===== src/rtl/euler_seq_pkg.sv =====
package euler_seq_pkg;
  typedef enum logic [2:0] {
    ST_IDLE  = 3'd0,
    ST_WALK  = 3'd1,
    ST_EMIT  = 3'd2,
    ST_CHECK = 3'd3,
    ST_DONE  = 3'd4
  } seq_state_e;
endpackage


===== src/rtl/free_arc_pick.sv =====
// Lowest-set-bit picker, used for free-edge choice and for decoding a one-hot difference.
module free_arc_pick #(
  parameter int W  = 3,
  parameter int IW = 2
) (
  input  logic [W-1:0]  mask,
  output logic          any,
  output logic [IW-1:0] idx
);
  always_comb begin
    idx = '0;
    for (int i = W - 1; i >= 0; i--) begin
      if (mask[i]) idx = IW'(i);
    end
  end
  assign any = |mask;
endmodule


===== src/rtl/arc_bitmap.sv =====
// One flag per directed edge (node, cell); set once an edge has been walked.
module arc_bitmap #(
  parameter int K  = 3,
  parameter int CW = 2
) (
  input  logic          clk,
  input  logic          rst_n,
  input  logic          clear,
  input  logic          mark_en,
  input  logic [K-1:0]  mark_node,
  input  logic [CW-1:0] mark_cell,
  input  logic [K-1:0]  query_node,
  output logic [K-1:0]  free_mask
);
  localparam int NODES = 1 << K;

  logic [NODES-1:0][K-1:0] used_q, used_d;

  always_comb begin
    used_d = used_q;
    if (clear) used_d = '0;
    else if (mark_en) used_d[mark_node][mark_cell] = 1'b1;
  end

  always_ff @(posedge clk or negedge rst_n) begin
    if (!rst_n) used_q <= '0;
    else if (clear || mark_en) used_q <= used_d;
  end

  assign free_mask = ~used_q[query_node];

  // an edge is never walked twice in one run
  a_r4_arc_once: assert property (@(posedge clk) disable iff (!rst_n)
    (mark_en && !clear) |-> !used_q[mark_node][mark_cell]);
endmodule


===== src/rtl/arc_stack.sv =====
// LIFO of hypercube nodes for the tour search.
module arc_stack #(
  parameter int K     = 3,
  parameter int DEPTH = 25,
  parameter int SPW   = 5
) (
  input  logic           clk,
  input  logic           rst_n,
  input  logic           init,
  input  logic           push,
  input  logic           pop,
  input  logic [K-1:0]   push_data,
  output logic [K-1:0]   top,
  output logic [K-1:0]   below,
  output logic [SPW-1:0] depth
);
  logic [DEPTH-1:0][K-1:0] mem;
  logic [SPW-1:0] sp_q, sp_d;
  logic [SPW-1:0] sp_m1, sp_m2;

  assign sp_m1 = sp_q - SPW'(1);
  assign sp_m2 = sp_q - SPW'(2);

  always_comb begin
    sp_d = sp_q;
    if (init) sp_d = SPW'(1);
    else if (push) sp_d = sp_q + SPW'(1);
    else if (pop) sp_d = sp_m1;
  end

  always_ff @(posedge clk or negedge rst_n) begin
    if (!rst_n) sp_q <= '0;
    else if (init || push || pop) sp_q <= sp_d;
  end

  always_ff @(posedge clk) begin
    if (init) mem[0] <= '0;
    else if (push) mem[sp_q] <= push_data;
  end

  assign top   = mem[sp_m1];
  assign below = mem[sp_m2];
  assign depth = sp_q;

  // the stack stays inside its storage for a full tour
  a_r2_no_overflow: assert property (@(posedge clk) disable iff (!rst_n)
    (push && !init) |-> (sp_q < SPW'(DEPTH)));
  a_r2_no_underflow: assert property (@(posedge clk) disable iff (!rst_n)
    (pop && !init) |-> (sp_q != '0));
endmodule


===== src/rtl/euler_nbhd_seq.sv =====
module euler_nbhd_seq
  import euler_seq_pkg::*;
#(
  parameter int K  = 3,
  parameter int CW = (K > 1) ? $clog2(K) : 1
) (
  input  logic          clk,
  input  logic          rst_n,
  input  logic          start,
  output logic          step_valid,
  input  logic          step_ready,
  output logic [CW-1:0] step_cell,
  output logic [K-1:0]  step_value,
  output logic          chk_req,
  output logic [K-1:0]  chk_expect,
  input  logic          rd_valid,
  input  logic [K-1:0]  rd_data,
  output logic          mismatch,
  output logic          done
);
  localparam int NODES = 1 << K;
  localparam int ARCS  = K * NODES;
  localparam int DEPTH = ARCS + 1;
  localparam int SPW   = $clog2(DEPTH + 1);

  seq_state_e state_q, state_d;
  logic [K-1:0]  hold_val_q, hold_val_d;
  logic [CW-1:0] hold_cell_q, hold_cell_d;
  logic [K-1:0]  cur_q, cur_d;

  logic          stk_init, stk_push, stk_pop;
  logic [K-1:0]  stk_top, stk_below, nbr;
  logic [SPW-1:0] stk_depth;
  logic          map_clear, map_mark;
  logic [K-1:0]  free_mask;
  logic          free_any, diff_any;
  logic [CW-1:0] free_idx, diff_idx;

  arc_stack #(.K(K), .DEPTH(DEPTH), .SPW(SPW)) u_stack (
    .clk(clk), .rst_n(rst_n), .init(stk_init), .push(stk_push), .pop(stk_pop),
    .push_data(nbr), .top(stk_top), .below(stk_below), .depth(stk_depth)
  );

  arc_bitmap #(.K(K), .CW(CW)) u_map (
    .clk(clk), .rst_n(rst_n), .clear(map_clear), .mark_en(map_mark),
    .mark_node(stk_top), .mark_cell(free_idx), .query_node(stk_top),
    .free_mask(free_mask)
  );

  free_arc_pick #(.W(K), .IW(CW)) u_pick_free (
    .mask(free_mask), .any(free_any), .idx(free_idx)
  );

  free_arc_pick #(.W(K), .IW(CW)) u_pick_diff (
    .mask(stk_top ^ stk_below), .any(diff_any), .idx(diff_idx)
  );

  assign nbr = stk_top ^ (K'(1) << free_idx);

  always_comb begin
    state_d     = state_q;
    hold_val_d  = hold_val_q;
    hold_cell_d = hold_cell_q;
    cur_d       = cur_q;
    stk_init    = 1'b0;
    stk_push    = 1'b0;
    stk_pop     = 1'b0;
    map_clear   = 1'b0;
    map_mark    = 1'b0;
    unique case (state_q)
      ST_IDLE, ST_DONE: begin
        if (start) begin
          state_d   = ST_WALK;
          stk_init  = 1'b1;
          map_clear = 1'b1;
          cur_d     = '0;
        end
      end
      ST_WALK: begin
        if (free_any) begin
          map_mark = 1'b1;
          stk_push = 1'b1;
        end else if (stk_depth > SPW'(1)) begin
          stk_pop     = 1'b1;
          hold_val_d  = stk_below;
          hold_cell_d = diff_idx;
          state_d     = ST_EMIT;
        end else begin
          stk_pop = 1'b1;
          state_d = ST_DONE;
        end
      end
      ST_EMIT: begin
        if (step_ready) begin
          cur_d   = hold_val_q;
          state_d = ST_CHECK;
        end
      end
      ST_CHECK: begin
        if (rd_valid) state_d = ST_WALK;
      end
      default: state_d = ST_IDLE;
    endcase
  end

  always_ff @(posedge clk or negedge rst_n) begin
    if (!rst_n) begin
      state_q     <= ST_IDLE;
      hold_val_q  <= '0;
      hold_cell_q <= '0;
      cur_q       <= '0;
    end else begin
      state_q <= state_d;
      if (stk_pop) begin
        hold_val_q  <= hold_val_d;
        hold_cell_q <= hold_cell_d;
      end
      if (stk_init || (step_valid && step_ready)) cur_q <= cur_d;
    end
  end

  assign step_valid = (state_q == ST_EMIT);
  assign chk_req    = (state_q == ST_CHECK);
  assign done       = (state_q == ST_DONE);
  assign step_cell  = hold_cell_q;
  assign step_value = hold_val_q;
  assign chk_expect = hold_val_q;
  assign mismatch   = chk_req && rd_valid && (rd_data != hold_val_q);

  // a presented step toggles exactly the named cell of the current group
  a_r3_one_flip: assert property (@(posedge clk) disable iff (!rst_n)
    step_valid |-> (step_value == (cur_q ^ (K'(1) << step_cell))));
  // a backtrack pop always crosses a single hypercube edge
  a_r3_pop_adjacent: assert property (@(posedge clk) disable iff (!rst_n)
    (state_q == ST_WALK && state_d == ST_EMIT) |-> diff_any);
  // stalled step holds
  a_r6_stall_hold: assert property (@(posedge clk) disable iff (!rst_n)
    (step_valid && !step_ready) |=> (step_valid && $stable(step_value) && $stable(step_cell)));
  // write and read phases never overlap
  a_r7_phase_excl: assert property (@(posedge clk) disable iff (!rst_n)
    !(step_valid && chk_req));
  // the tour closes on the all-zero group
  a_r5_end_zero: assert property (@(posedge clk) disable iff (!rst_n)
    $rose(done) |-> (cur_q == '0));
  // nothing is requested once the tour is complete
  a_r1_quiet_done: assert property (@(posedge clk) disable iff (!rst_n)
    done |-> (!step_valid && !chk_req && !mismatch));
endmodule


===== config.mk =====
export PLATFORM = sky130hd
export DESIGN_NAME = euler_nbhd_seq
export DESIGN_NICKNAME = d
export VERILOG_FILES = /design/src/rtl/euler_seq_pkg.sv /design/src/rtl/free_arc_pick.sv /design/src/rtl/arc_bitmap.sv /design/src/rtl/arc_stack.sv /design/src/rtl/euler_nbhd_seq.sv
export SDC_FILE = /design/constraint.sdc
export NUM_CORES = 1
export LEC_CHECK = 0
export ABC_AREA = 0
export BUFFER_PORTS_ARGS = -buffer_cell sky130_fd_sc_hd__buf_2
export CELL_PAD_IN_SITES_DETAIL_PLACEMENT = 1
export CELL_PAD_IN_SITES_GLOBAL_PLACEMENT = 1
export CORE_MARGIN = 8
export CORE_UTILIZATION = 29
export CTS_CLUSTER_DIAMETER = 150
export DETAILED_ROUTE_END_ITERATION = 16
export PLACE_DENSITY_LB_ADDON = 0.25
export SETUP_SLACK_MARGIN = 0.05
export SYNTH_ARGS = -nofsm -noshare
export SYNTH_HDL_FRONTEND = slang
export SYNTH_SLANG_ARGS = --single-unit

===== constraint.sdc =====
create_clock -name clk -period 8.4 [get_ports clk]
set_input_delay 1.26 -clock clk [delete_from_list [all_inputs] [get_ports clk]]
set_output_delay 1.26 -clock clk [all_outputs]
set_load 0.01 [all_outputs]

==> impl_results.md <==
- Xor-xnor portion of the synthesized cell area: 2.879%
- DRC Markers: 0
- #FFs+latches synth: 112
- Core Rows: 53
- Capturing point of the worst reg2reg path: u_stack.mem[74]
- Routability Congestion: 0.7725
- Clk_skew: 0.01337 ns
- WL final: 15950 um
- Critical Path Start Type: register
- Post-synth EDFFs: 72
- Post-synth top area share: 35.53%
- Critical path class: register to register
- Final Cycle Share: 70.32%
- Met3 Use GR: 2.099%
- Clock Sinks: 112
- Worst R2R Start: u_stack.depth[1]
- Post-CTS Setup Inserts: 0
- Setup crit end: u_stack.mem[74]
- Initial DRC count: 196
- GRT busiest layer: met2
- Compound-Gate Fraction of Synth Area: 8.739%
- Global Route met1 Usage: 16.74%
- Max Clock Freq: 169.3 MHz
- Non-Filler Instances: 739
- Hold/Removal Path Class: register to register
- P&R area growth vs syn: 10.94%
- Status: complete, no violations
- Post-CTS Resized: 0
- Crit path max-delay family: simple AND/OR/NAND/NOR gates
- Synth unique cells: 69
- Slew headroom: 32.43%
- R2r setup slk: 2.49 ns
- Final Hold Fails: 0
- Worst-path maximum fanout: 25
- Syn Std Cell Area: 6085 um2
- Nets: 474
- Proportion of layout cells with a drive suffix above 1: 22.63%
- Post-Synth Adder-Cell Area: 1.439%
- Antenna cells: 0
- Met2 usage: 20.66%
- Cts bufs inserted: 9
- Top FF cell, synth: edfxtp_1
- DIE WIDTH: 160.9 um
- Max incr delay on CP: 0.82 ns
- Total track usage: 12.69%
- Inst Count DP: 723
- Most frequent CP cell: buf_4
- Syn Area/Cell: 13.64 um2
- Detail Route Antenna Nets: 0
- Ports: 20
- GR Overflow Total: 0
- Ordered cell list for the critical path: buf_4 -> inv_1 -> ha_1 -> buf_4 -> mux4_2 -> mux2i_1 -> nor3_1 -> nor4_2 -> mux2_2 -> a22oi_1 -> a21oi_1 -> a211o_4 -> a31oi_4 -> nand2_1 -> nor4_1
- Synth async-reset ratio: 33.04%
- Post-Syn Instances: 446
- Critical path launch point: u_stack.depth[1]
- Die ar.: 25870 um2
- Initial antenna violation count: 0
- Longest Clk Path Bufs: 2
- Vias in the first global route: 4122
- Hpwl dp: 11340 um
- IO Port Bufs: 19
- Clock Latency Late Sink: 0.36 ns
- Height of the die: 160.9 um
- Largest net degree at the start of global routing: 42
- Max Slew Vio Count: 0
- H-tree depth: 3
- Final Setup Violations: 0
- Post-CTS Hold Fix Bufs: 0
- Post-synthesis mux area share: 20.97%
- Setup TNS: 0 ns
- First-pass GRT wire length: 25370 um
- Crit. End Element: register
- Core Region: 20820 um2
- Initial Util: 29.22%
- Register-to-Register Path Depth: 15
- CP Depth: 15
- Drt wl/cell: 21.58 um
- Most frequent cells after synthesis: 72 x edfxtp_1, 37 x dfrtp_1, 36 x mux2i_1
- Count leader, synth: edfxtp_1
- Critical path required time: 8.40 ns
- Buffers and inverters on the worst path: 3
- Unrepaired setup endpoints after global routing: false
- Syn nets: 461
- Sequential share of the synthesized area: 51.74%
- Fillcell total: 2241
- Synth top area cells: edfxtp_1 36%, dfrtp_1 15%, mux4_2 12%
- Simple-gate share of the synthesized area: 10.96%
- Main combinational cell family by area after synthesis: multiplexers
- Worst slew pin tran: 1.014 ns
- Critical Path AT: 5.91 ns
- Clock transition at path regs: 0.08 ns
- Post-synth top area cell: edfxtp_1
- Drt via density: 5.175
- 1st-pass router iterations: 4
- Critical path's slowest cell: ha_1
- Via count: 3824
- Max-cap violations: 0
- Synth warnings: 0
- TritonCTS clock tree: built
- Clock Root Buffer: clkbuf_16
- Tmin final: 5.907 ns
-- cell families (layout without fill, tap and decap cells) --
logic type               count (synthesis)  in the layout
adder cells (fa/ha/maj)                  7              7
AND/OR/NAND/NOR                        120            120
multiplexers                            80             80
buffers and inverters                   39             57
flip-flops                             112            112
AO/OA/AOI/OAI                           71             71
XOR/XNOR                                17             17
-- stage by stage --
stage	hold slack (ns)	area (um2)	utilization [%]	setup slack [ns]
finish	0.4894	6750	32.42	2.493
global route	0.5262	6750	32.42	2.087
CTS	0.4886	6750	32.42	2.420
detailed placement	0.4700	6466	31.05	2.422
global placement	0.4646	6466	31.05	2.611
floorplan	0.4460	6085	-	3.749
-- worst register-to-register path, stage by stage (launching register included) --
cell and delay, ns:
dfrtp_1 0.32, buf_4 0.32, inv_1 0.17, ha_1 0.82
buf_4 0.35, mux4_2 0.33, mux2i_1 0.15, nor3_1 0.07
nor4_2 0.73, mux2_2 0.41, a22oi_1 0.14, a21oi_1 0.12
a211o_4 0.34, a31oi_4 0.52, nand2_1 0.27, nor4_1 0.50
-- final cells by class --
class	count	area (um2)	area share, %
inverter	14	52.55	0.7785
clock inverter	7	58.81	0.8712
timing repair buffer	27	155.1	2.298
clock buffer	9	225.2	3.336
tap	275	344.1	5.097
sequential	112	3149	46.65
multi-input combinational	295	2765	40.96
-- per-layer routing --
metal | part of all wire [%] | wire length, um | vias up
met5 | 0 | 0 | -
met3 | 3.0 | 481 | 11
met1 | 47 | 7460 | 1989
met2 | 49 | 7800 | 74
met4 | 1.3 | 205 | 0
li1 | - | - | 1750
-- how the worst min path moves through the flow --
| stage | startpoint | endpoint | slack [ns] | cells past startpoint |
|---|---|---|---|---|
| floorplan | u_map.used_q[14] | u_map.used_q[14] | 0.45 | 2 |
| global placement | u_map.used_q[21] | u_map.used_q[21] | 0.46 | 2 |
| detailed placement | u_map.used_q[21] | u_map.used_q[21] | 0.47 | 2 |
| CTS | u_map.used_q[21] | u_map.used_q[21] | 0.49 | 2 |
| global route | u_map.used_q[4] | u_map.used_q[4] | 0.53 | 1 |
| finish | u_map.used_q[21] | u_map.used_q[21] | 0.49 | 2 |
-- state kept, by name (all words and copies together) (netlist names) --
register       cells
u_map.used_q      24
state_q            3
u_stack.mem       75
step_cell          2
chk_expect         3
u_stack.depth      5
-- layout by cell type, fill, tap and decap left out, types with 3 or more instances in the layout --
master     count
nor3_1        19
dfxtp_1        3
and3_1        10
ha_1           7
mux4_2        33
nand2b_1       3
nor2_1        23
buf_2         19
xnor2_1        9
inv_1         13
a21oi_1       22
nor2b_1        6
nand4_1        4
dfrtp_1       36
buf_4          8
mux2_4         3
nand2_1       26
or3_1          3
clkbuf_16      9
a32o_1         4
edfxtp_1      72
nand3_1        6
mux2_2         3
xor2_1         4
mux2i_2        3
o21ai_0       12
inv_6          3
mux2i_1       36
and2_1         9
a22o_1         3
xnor2_2        3
Power is not shown: default switching activity piles up to over one toggle a cycle in this logic, so the estimate is an artifact.
